## src/rtl/npc_pkg.sv

```systemverilog
package npc_pkg;

    typedef enum logic [1:0] {
        OP_SEQ  = 2'd0,
        OP_TEST = 2'd1,
        OP_JUMP = 2'd2,
        OP_RSVD = 2'd3
    } op_kind_e;

    typedef enum logic [2:0] {
        CC_EQ   = 3'd0,
        CC_NE   = 3'd1,
        CC_SLT  = 3'd2,
        CC_SGE  = 3'd3,
        CC_ULT  = 3'd4,
        CC_UGE  = 3'd5,
        CC_BCLR = 3'd6,
        CC_BSET = 3'd7
    } cond_e;

endpackage

```

## src/rtl/npc_opnd_sel.sv

```systemverilog
module npc_opnd_sel #(
    parameter int W     = 16,
    parameter int IMM_W = 4
) (
    input  logic [W-1:0]     reg_b,
    input  logic             use_imm,
    input  logic [IMM_W-1:0] imm,
    output logic [W-1:0]     opnd
);
    localparam int PAD_W = W - IMM_W;

    logic [W-1:0] imm_ext;

    // zero extension: the immediate is always unsigned
    assign imm_ext = {{PAD_W{1'b0}}, imm};

    always_comb begin
        if (use_imm) opnd = imm_ext;
        else         opnd = reg_b;
    end
endmodule

```

## src/rtl/npc_cond_eval.sv

```systemverilog
module npc_cond_eval
    import npc_pkg::*;
#(
    parameter int W = 16
) (
    input  logic [W-1:0] a,
    input  logic [W-1:0] b,
    input  cond_e        cc,
    output logic         hold
);
    logic is_eq;
    logic is_slt;
    logic is_ult;
    logic any_common;

    always_comb begin
        is_eq      = (a == b);
        is_ult     = (a < b);
        is_slt     = ($signed(a) < $signed(b));
        any_common = |(a & b);
    end

    always_comb begin
        unique case (cc)
            CC_EQ:   hold = is_eq;
            CC_NE:   hold = !is_eq;
            CC_SLT:  hold = is_slt;
            CC_SGE:  hold = !is_slt;
            CC_ULT:  hold = is_ult;
            CC_UGE:  hold = !is_ult;
            CC_BCLR: hold = !any_common;
            CC_BSET: hold = any_common;
            default: hold = 1'b0;
        endcase
    end
endmodule

```

## src/rtl/npc_target.sv

```systemverilog
module npc_target #(
    parameter int W      = 16,
    parameter int OFF_W  = 11,
    parameter int INSN_B = 2
) (
    input  logic [W-1:0]     pc,
    input  logic [OFF_W-1:0] off,
    output logic [W-1:0]     seq_pc,
    output logic [W-1:0]     skip_pc,
    output logic [W-1:0]     jump_pc
);
    localparam int          EXT_W   = W - OFF_W;
    localparam logic [W-1:0] ONE_INSN = W'(INSN_B);
    localparam logic [W-1:0] TWO_INSN = W'(2 * INSN_B);

    logic [W-1:0] off_ext;

    assign off_ext = {{EXT_W{off[OFF_W-1]}}, off};

    // all sums truncate to W bits: wrap modulo 2^W
    always_comb begin
        seq_pc  = pc + ONE_INSN;
        skip_pc = pc + TWO_INSN;
        jump_pc = pc + off_ext;
    end
endmodule

```

## src/rtl/npc_unit.sv

```systemverilog
module npc_unit
    import npc_pkg::*;
#(
    parameter int          W        = 16,
    parameter int          OFF_W    = 11,
    parameter int          IMM_W    = 4,
    parameter int          INSN_B   = 2,
    parameter bit          REG_PC   = 1'b1,
    parameter logic [15:0] RESET_PC = 16'h0000
) (
    input  logic             clk,
    input  logic             rst_n,
    input  logic             step,
    input  logic [W-1:0]     pc_in,
    input  logic [1:0]       op_sel,
    input  logic [2:0]       cond,
    input  logic [W-1:0]     opnd_a,
    input  logic [W-1:0]     opnd_b,
    input  logic             b_is_imm,
    input  logic [IMM_W-1:0] imm4,
    input  logic [OFF_W-1:0] rel_off,
    output logic [W-1:0]     next_pc,
    output logic             taken,
    output logic [W-1:0]     pc_q
);
    op_kind_e     op;
    cond_e        cc;
    logic [W-1:0] b_eff;
    logic         cond_hold;
    logic [W-1:0] seq_pc;
    logic [W-1:0] skip_pc;
    logic [W-1:0] jump_pc;

    assign op = op_kind_e'(op_sel);
    assign cc = cond_e'(cond);

    npc_opnd_sel #(.W(W), .IMM_W(IMM_W)) u_opnd (
        .reg_b   (opnd_b),
        .use_imm (b_is_imm),
        .imm     (imm4),
        .opnd    (b_eff)
    );

    npc_cond_eval #(.W(W)) u_cond (
        .a    (opnd_a),
        .b    (b_eff),
        .cc   (cc),
        .hold (cond_hold)
    );

    npc_target #(.W(W), .OFF_W(OFF_W), .INSN_B(INSN_B)) u_tgt (
        .pc      (pc_in),
        .off     (rel_off),
        .seq_pc  (seq_pc),
        .skip_pc (skip_pc),
        .jump_pc (jump_pc)
    );

    always_comb begin
        unique case (op)
            OP_TEST: begin
                taken   = cond_hold;
                next_pc = cond_hold ? skip_pc : seq_pc;
            end
            OP_JUMP: begin
                taken   = 1'b1;
                next_pc = jump_pc;
            end
            OP_SEQ, OP_RSVD: begin
                taken   = 1'b0;
                next_pc = seq_pc;
            end
            default: begin
                taken   = 1'b0;
                next_pc = seq_pc;
            end
        endcase
    end

    generate
        if (REG_PC) begin : g_pc_reg
            logic [W-1:0] pc_r;
            always_ff @(posedge clk or negedge rst_n) begin
                if (!rst_n)    pc_r <= W'(RESET_PC);
                else if (step) pc_r <= next_pc;
            end
            assign pc_q = pc_r;
        end else begin : g_pc_comb
            assign pc_q = next_pc;
        end
    endgenerate
endmodule

```

## config.mk

```make
export PLATFORM = sky130hd
export DESIGN_NAME = npc_unit
export DESIGN_NICKNAME = d
export VERILOG_FILES = /design/src/rtl/npc_pkg.sv /design/src/rtl/npc_opnd_sel.sv /design/src/rtl/npc_cond_eval.sv /design/src/rtl/npc_target.sv /design/src/rtl/npc_unit.sv
export SDC_FILE = /design/constraint.sdc
export NUM_CORES = 1
export LEC_CHECK = 0
export BUFFER_PORTS_ARGS = -buffer_cell sky130_fd_sc_hd__buf_2
export CAP_MARGIN = 20
export CORE_MARGIN = 10
export CORE_UTILIZATION = 43
export CTS_BUF_LIST = sky130_fd_sc_hd__clkbuf_16
export DETAILED_ROUTE_END_ITERATION = 8
export PLACE_DENSITY_LB_ADDON = 0.12
export RECOVER_POWER = 50
export SYNTH_ARGS = -nofsm -noshare
export SYNTH_HDL_FRONTEND = slang
export SYNTH_SLANG_ARGS = --single-unit
```

## constraint.sdc

```tcl
create_clock -name clk -period 9.6 [get_ports clk]
set_input_delay 0.48 -clock clk [delete_from_list [all_inputs] [get_ports clk]]
set_output_delay 0.48 -clock clk [all_outputs]
set_load 0.01 [all_outputs]
```

### Yosys cells after proc, flatten, opt, wreduce, memory -nomap -nowiden

Index checks and enable logic that the tools add are counted.
W data, S select, Z words.

* bits in registers: 16
* input bits: 72
* logic and storage cells: 31

* add/sub/neg operators: 3
* $lt $le $gt $ge: 2
* eq/ne operators: 11
* multiplexer cells: 5
* bitwise logic cells: 1
* reduce and logical (&&, ||, !) cells: 8

Operators with widths (count)
* $pmux W16 S3: 1
* $lt A16 B16 Y1: 2
* $mux W16: 2
* $add A16 B16 Y16: 1
* $add A16 B2 Y16 const B: 1
* $add A16 B3 Y16 const B: 1
* $and A16 B16 Y16: 1
* $eq A16 B16 Y1: 1
* $reduce_or A16 Y1: 1
* $eq A3 B3 Y1 const B: 4
* $pmux W1 S8: 1
* $eq A3 B2 Y1 const B: 2
* $eq A2 B2 Y1 const B: 2
* $logic_not A1 Y1: 4
* $eq A3 B1 Y1 const B: 1
* $logic_not A3 Y1: 1
* $pmux W1 S3: 1
* $eq A2 B1 Y1 const B: 1
* $logic_not A2 Y1: 1
* $reduce_or A2 Y1: 1

### Depth between registers and ports, before layout

Gate-level depths: netlist (run 1).

* depth after elaboration: 7
* gate-level depth with buffers: 14
* depth with buffers taken out: 12

### Hierarchy

A second synthesis (run 1) with hierarchy kept.

* cell total of the unflattened synthesis: 382
* area total of the unflattened synthesis: 3357.0 um2

Modules (own cells, without submodules)
* npc_unit: times used 1, cells each 115, area each 1283.7 um2
* npc_target: times used 1, cells each 159, area each 1163.6 um2
* npc_cond_eval: times used 1, cells each 90, area each 752.0 um2
* npc_opnd_sel: times used 1, cells each 18, area each 157.7 um2

### Worst setup path before layout (run 1)

Ideal clock, no wire load.

* path kind: input to output
* start point: in b_is_imm
* end point: out next_pc[13]
* arrival: 3.363 ns
* setup slack: 5.757 ns
* stages on the path: 13
* cells stage by stage: clkbuf_1 -> mux2i_1 -> inv_1 -> ha_1 -> nor4_1 -> nand4_1 -> xnor2_1 -> a32o_1 -> a2111oi_4 -> mux2i_1 -> a21oi_1 -> and3_1 -> nor3_1

* word-level cells in the longest chain between the ends: 7

RTL lines
* start: declaration: line npc_unit.sv:19 `input logic b_is_imm,`
* $mux W16 *: line npc_opnd_sel.sv:18 `if (use_imm) opnd = imm_ext;`
* parallel branches: the longest is 3 deep, another holds $lt A16 B16 Y1
* $pmux W1 S8 *: line npc_cond_eval.sv:24 `unique case (cc)`
* $mux W16 *: line npc_unit.sv:63 `next_pc = cond_hold ? skip_pc : seq_pc;`
* $pmux W16 S3 *: line npc_unit.sv:60 `unique case (op)`
* end: declaration: line npc_unit.sv:22 `output logic [W-1:0] next_pc,`

Mark *: on every way between the ends.

### Worst setup path in the final report (run 1)

* start point: in b_is_imm
* end point: out next_pc[7]

Same word-level chain as after synthesis.

==> results.md, run 1 <==
* Synth Net Count at 537
* Total Nets Final at 628
* Worst setup margin at 5.29 ns
* Core Rows at 31
* Top cells by area, synth: ha_1 (20%), dfrtp_1 (12%), xnor2_1 (5.4%), nand2b_1 (4.6%), a21oi_1 (4.5%)
* Unrepaired setup endpoints after global routing: false
* Reg-to-Reg Start: pc_q[5]$_DFFE_PN0P_
* Post-CTS Setup Bufs at 0
* Vias at 3,301
* P&R area growth vs syn at 19.5%
* Worst Path Max Fanout at 16
* DR iter-0 viols at 108
* Worst Setup Start Kind: primary input
* Post-CTS Resized at 0
* Avg Vias per Cell at 5.48
* HPWL after DPL at 8.12 mm
* Pre-CTS WS at 5.31 ns
* Status: finished clean
* Layout Skew at 0 ns
* Crit path time final at 4.31 ns
* Layout cell share with drive strength beyond 1 at 22.1%
* Slew HR at 40.6%
* Synthesis-stage register bit count at 16
* RePlAce Congestion at 0.882
* Setup violators final at 0
* Maximum VDD drop at 0.0649 mV
* Tightest Pin Transition at 0.892 ns
* R2r setup slk at 8.76 ns
* Die Span Y at 107 um
* Cells after Synth at 413
* CTS Buf Count at 3
* Worst Path Arrival at 3.83 ns
* Synth warn at 0
* Setup_tns at 0 ns
* Crit end category: primary output
* CP peak stage delay at 0.50 ns
* RR Endpoint: pc_q[5]$_DFFE_PN0P_
* Crit-path cells: buf_2 -> mux2i_1 -> inv_1 -> ha_1 -> nor4_1 -> nand4_1 -> xnor2_1 -> a32o_1 -> a2111oi_4 -> mux2i_1 -> and2_1 -> xor2_1 -> a21oi_1 -> buf_2
* Clk slew on worst S/H paths at 0.05 ns
* Dpl cells at 598
* Period utilization at 44.9%
* Post-DRT Antenna Nets at 0
* Post-route insts no fill at 602
* WP data required at 9.12 ns
* Hold Path Class: primary input to asynchronous set/reset pin
* Synth area leader: ha_1
* P_leak at 0.00183 uW
* CTS root buf: clkbuf_16
* 1st-pass router iterations at 4
* Synth top area share at 19.7%
* Worst r2r path cells at 1
* Worst-skew pair later-pin latency at 0.25 ns
* Worst Path Buf+Inv at 3
* Syn Area/Cell at 7.83 um^2
* Post-synth EDFFs at 0
* WS Path Type: primary input to primary output
* CTS H-tree depth at 1
* Slowest CP cell: a2111oi_4
* Residual DRC at 0
* Layout fillers at 789
* Die Area at 11,400 um^2
* Ant diodes at 0
* Core ar. at 7290 um^2
* Largest net degree at the start of global routing at 40
* Slew Limit Fails at 0
* I/O Buffers at 104
* Initial Util at 44.3%
* Most frequent cells in the layout: buf_2 (87), ha_1 (51), nand2_1 (33)
* Asr flop ratio synth at 100%
* Distinct cell type count after synthesis at 66
* Maxcap violations at 0
* Predominant post-synthesis flop cell: dfrtp_1
* WL per Instance at 16.0 um
* Pwr/cell area at 93.9 nW/um^2
* Hold WS at 0.338 ns
* Hold buffer count at cts at 0
* GRT Resource Usage Total at 16.6%
* Delay-heaviest family, CP: compound AO/OA/AOI/OAI gates
* Most common cell after layout, fill and taps aside: buf_2
* I/O pins at 105
* Number of global-route vias before repair at 3,362
* First-pass GRT wire length at 16.1 mm
* Total grt overflow at 0
* Hold violation count in the final report at 0
* Fmax at 232 MHz
* CTS tree: done
* Largest register FFs at 16
* Clock sink total at 16
* Post-synthesis sequential area ratio at 12.4%
* Synthesized area at 3230 um^2
* Max clock buf depth at 2
* Final wirelength at 9.63 mm
* Initial antenna violation count at 0
* Chip Width at 107 um
## report_power, final
group          leakage, uW  switching [uW]  internal [uW]  total (uW)
logic              0.00160             113           84.5         197
clock network    0.0000385            25.5           55.2        80.7
registers         0.000194            5.66           78.9        84.6
## routing by layer
metal	vias to the layer above	track usage [%]	routed length, um
li1	1693	-	-
met1	1530	21.0	4260
met2	72	29.1	4840
met3	6	3.05	443
met4	0	1.93	85
met5	-	0	0
## Yosys cell counts (all sizes together) (2+ instances only)
cell type,instances
o2bb2ai,2
a22o,2
dfrtp,16
and3,4
xor2,9
o211ai,5
a221o,3
xnor2,20
nand4,8
o21a,2
nor3b,2
a21o,7
nand2,33
o21ba,3
nor4,5
a221oi,7
a311oi,3
a31oi,3
nor3,12
and2,3
nor2,22
o31ai,3
mux2i,11
a2111oi,2
inv,28
nand3,12
mux2,8
o41ai,2
o21bai,3
nor2b,4
clkbuf,16
o21ai,18
nand2b,24
a21boi,2
or3,3
or2,2
ha,51
a41oi,2
a21oi,29
a2111o,2
buf,3
nand3b,2
## area by class of cell
type / count / area, um^2 / share of cell area (%)
Inverter: 28 / 105 / 2.72
Timing Repair Buffer: 105 / 507 / 13.1
Multi-Input combinational cell: 350 / 2650 / 68.5
Clock inverter: 1 / 3.75 / 0.0972
Clock buffer: 3 / 75.1 / 1.94
Sequential cell: 16 / 400 / 10.4
Tap cell: 99 / 124 / 3.21
## per-stage QoR
stage               util [%]  area [um^2]  power, uW
CTS                     53.3         3880        370
global placement        52.2         3800        283
finish                  53.0         3860        363
floorplan                  -         3230        215
detailed placement      52.2         3800        287
global route            53.0         3860        394
## worst max-delay path by stage
stage / cells past startpoint / end / startpoint / slack (ns)
after floorplan: 13 / next_pc[13] / b_is_imm / 5.76
after global placement: 14 / next_pc[7] / b_is_imm / 5.39
after detailed placement: 14 / next_pc[7] / b_is_imm / 5.31
after CTS: 14 / next_pc[7] / b_is_imm / 5.27
after global routing: 14 / next_pc[7] / b_is_imm / 4.98
final: 14 / next_pc[7] / b_is_imm / 5.29
## cell families after synthesis
kind of cell               Yosys count  synth area share, %
AOI/OAI and AO/OA                  112                 25.3
xor gates and xnor gates            29                 7.86
adders and majority gates           52                 20.4
buffers and inverters               47                 5.73
DFF                                 16                 12.4
muxes                               19                 6.31
and+or+nand+nor                    138                 22.1
Note: power is estimated with default switching activity, not from simulation.
==> run 2: changes to the inputs <==
==> constraint.sdc (replaced) <==
create_clock -name clk -period 4.2 [get_ports clk]
set_input_delay 0.21 -clock clk [delete_from_list [all_inputs] [get_ports clk]]
set_output_delay 0.21 -clock clk [all_outputs]
set_load 0.01 [all_outputs]
==> results.md, run 2 (synthesis gave the netlist of run 1 again) <==
* First-pass GRT wire length at 16.0 mm (was 16.1 mm)
* Core Rows at 31 (unchanged)
* HPWL after DPL at 8.14 mm (was 8.12 mm)
* CTS root buf: clkbuf_16 (unchanged)
* Number of global-route vias before repair at 3,314 (was 3,362)
* 1st-pass router iterations at 5 (was 4)
* CTS Buf Count at 3 (unchanged)
* Worst-skew pair later-pin latency at 0.24 ns (was 0.25 ns)
* Setup_tns at 0 ns (unchanged)
* RePlAce Congestion at 0.882 (unchanged)
* WL per Instance at 16.0 um (about the same)
* DR iter-0 viols at 109 (was 108)
* Post-CTS Resized at 0 (unchanged)
* Total grt overflow at 0 (unchanged)
* Crit end category: primary output (unchanged)
* Maximum VDD drop at 0.155 mV (was 0.0649 mV)
* Residual DRC at 0 (unchanged)
* Total Nets Final at 629 (was 628)
* GR Layer Usage met1 at 20.8% (was 21.0%)
* CTS H-tree depth at 1 (unchanged)
* Worst hold start: pc_in[0]
* Grt met2 use at 29.0% (was 29.1%)
* Most frequent cells in the layout: buf_2 (87), ha_1 (51), nand2_1 (33) (unchanged)
* Avg Vias per Cell at 5.51 (was 5.48)
* P_leak at 0.00183 uW (about the same)
* WP data required at 3.99 ns (was 9.12 ns)
* Vias at 3,318 (was 3,301)
* Clk slew on worst S/H paths at 0.05 ns (about the same)
* Die Area at 11,400 um^2 (unchanged)
* Worst Setup Start Kind: primary input (unchanged)
* Largest net degree at the start of global routing at 40 (unchanged)
* Slew Limit Fails at 0 (unchanged)
* WS Path Type: primary input to primary output (unchanged)
* Pwr/cell area at 214 nW/um^2 (was 93.9 nW/um^2)
* Initial Util at 44.3% (unchanged)
* Final wirelength at 9.62 mm (was 9.63 mm)
* Delay-heaviest family, CP: compound AO/OA/AOI/OAI gates (unchanged)
* Crit-path cells: buf_2 -> mux2i_1 -> inv_1 -> ha_1 -> nor4_1 -> nand4_1 -> xnor2_1 -> a32o_1 -> a2111oi_4 -> mux2i_1 -> and2_1 -> xor2_1 -> a21oi_1 -> buf_2 (unchanged)
* Worst Path Buf+Inv at 3 (unchanged)
* Ant diodes at 0 (unchanged)
* Clock sink total at 16 (unchanged)
* Core ar. at 7290 um^2 (unchanged)
* Hold violation count in the final report at 0 (unchanged)
* Period utilization at 89.7%
* Worst Hold End: pc_q[0]$_DFFE_PN0P_
* Met3 usage at 3.11% (was 3.05%)
* Reg-to-Reg Start: pc_q[5]$_DFFE_PN0P_ (unchanged)
* GR peak layer: met2 (unchanged)
* Worst hold stages at 3
* Unrepaired setup endpoints after global routing: false (unchanged)
* Hold buffer count at cts at 1 (was 0)
* Crit path time final at 3.77 ns
* Dpl cells at 598 (unchanged)
* Status: finished clean (unchanged)
* Post-CTS Setup Bufs at 0 (unchanged)
* Worst r2r path cells at 1 (unchanged)
* Slew HR at 40.3% (was 40.6%)
* Maxcap violations at 0 (unchanged)
* Die Span Y at 107 um (unchanged)
* Hold Path Class: primary input to register (was primary input to asynchronous set/reset pin)
* P&R area growth vs syn at 19.7% (was 19.5%)
* Final Total Pwr at 827 uW (was 363 uW)
* GRT Resource Usage Total at 16.5% (was 16.6%)
* Worst Path Arrival at 3.56 ns (was 3.83 ns)
* Post-route insts no fill at 602 (unchanged)
* Initial antenna violation count at 0 (unchanged)
* Post-DRT Antenna Nets at 0 (unchanged)
* RR Endpoint: pc_q[5]$_DFFE_PN0P_ (unchanged)
* Fmax at 266 MHz
* I/O Buffers at 104 (unchanged)
* Max clock buf depth at 2 (unchanged)
* CTS tree: done (unchanged)
* Layout Skew at 0 ns (unchanged)
* Post-route design area at 3870 um^2 (was 3860 um^2)
* Chip Width at 107 um (unchanged)
* Largest register FFs at 16 (unchanged)
* Slowest CP cell: a2111oi_4 (unchanged)
* CP peak stage delay at 0.50 ns (about the same)
* I/O pins at 105 (unchanged)
* Tightest Pin Transition at 0.895 ns (was 0.892 ns)
* Setup violators final at 0 (unchanged)
* Cell Area, Placed at 3800 um^2 (unchanged)
* R2r setup slk at 3.36 ns (was 8.76 ns)
* Worst Path Max Fanout at 16 (unchanged)
* Most common cell after layout, fill and taps aside: buf_2 (unchanged)
* Layout cell share with drive strength beyond 1 at 22.1% (unchanged)
## run 2: changes by cell type in the layout (fill, tap and decap cells not counted), sizes merged
cell	previous run	this run
clkinv	1	0
dlygate4sd3	0	1
## run 2: power by group
group	internal, uW	leakage [uW]	total (uW)	switching, uW
registers	180	0.000194	194	13.2
logic	194	0.00160	451	257
clock network	125	0.0000370	182	57.1
total	499	0.00183	827	328
## run 2: worst max path at each step
| stage | end | from | cells after the start |
|---|---|---|---|
| after global routing | next_pc[7] | b_is_imm | 14 |
| final | next_pc[7] | b_is_imm | 14 |
| after global placement | next_pc[7] | b_is_imm | 14 |
| after floorplan | next_pc[13] | b_is_imm | 13 |
| after detailed placement | next_pc[7] | b_is_imm | 14 |
| after CTS | next_pc[7] | b_is_imm | 14 |
## run 2: routing by layer
metal | routed length, um | vias up
met3 | 495 | 10
met5 | 0 | -
li1 | - | 1698
met1 | 4190 | 1530
met2 | 4840 | 80
met4 | 99 | 0
## run 2: stage by stage
step,hold WS [ns],setup WS (ns),util [%]
final,0.322,0.434,53.1
after global routing,0.343,0.145,53.1
after CTS,0.311,0.419,53.3
after detailed placement,0.151,0.462,52.2
after global placement,0.140,0.526,52.2
after floorplan,-0.0856,0.897,-
## run 2: final cells by class
class / count / area (um^2)
fillers: 782 / 3420
multi-input cells: 350 / 2650
repair buffers: 106 / 517
flip-flops and latches: 16 / 400
well taps: 99 / 124
inverters: 28 / 105
clock buffers: 3 / 75.1
## run 2: worst min-delay path: stages
cell and delay (ns):
buf_2 0.11, o21ai_0 0.11, a31oi_1 0.09
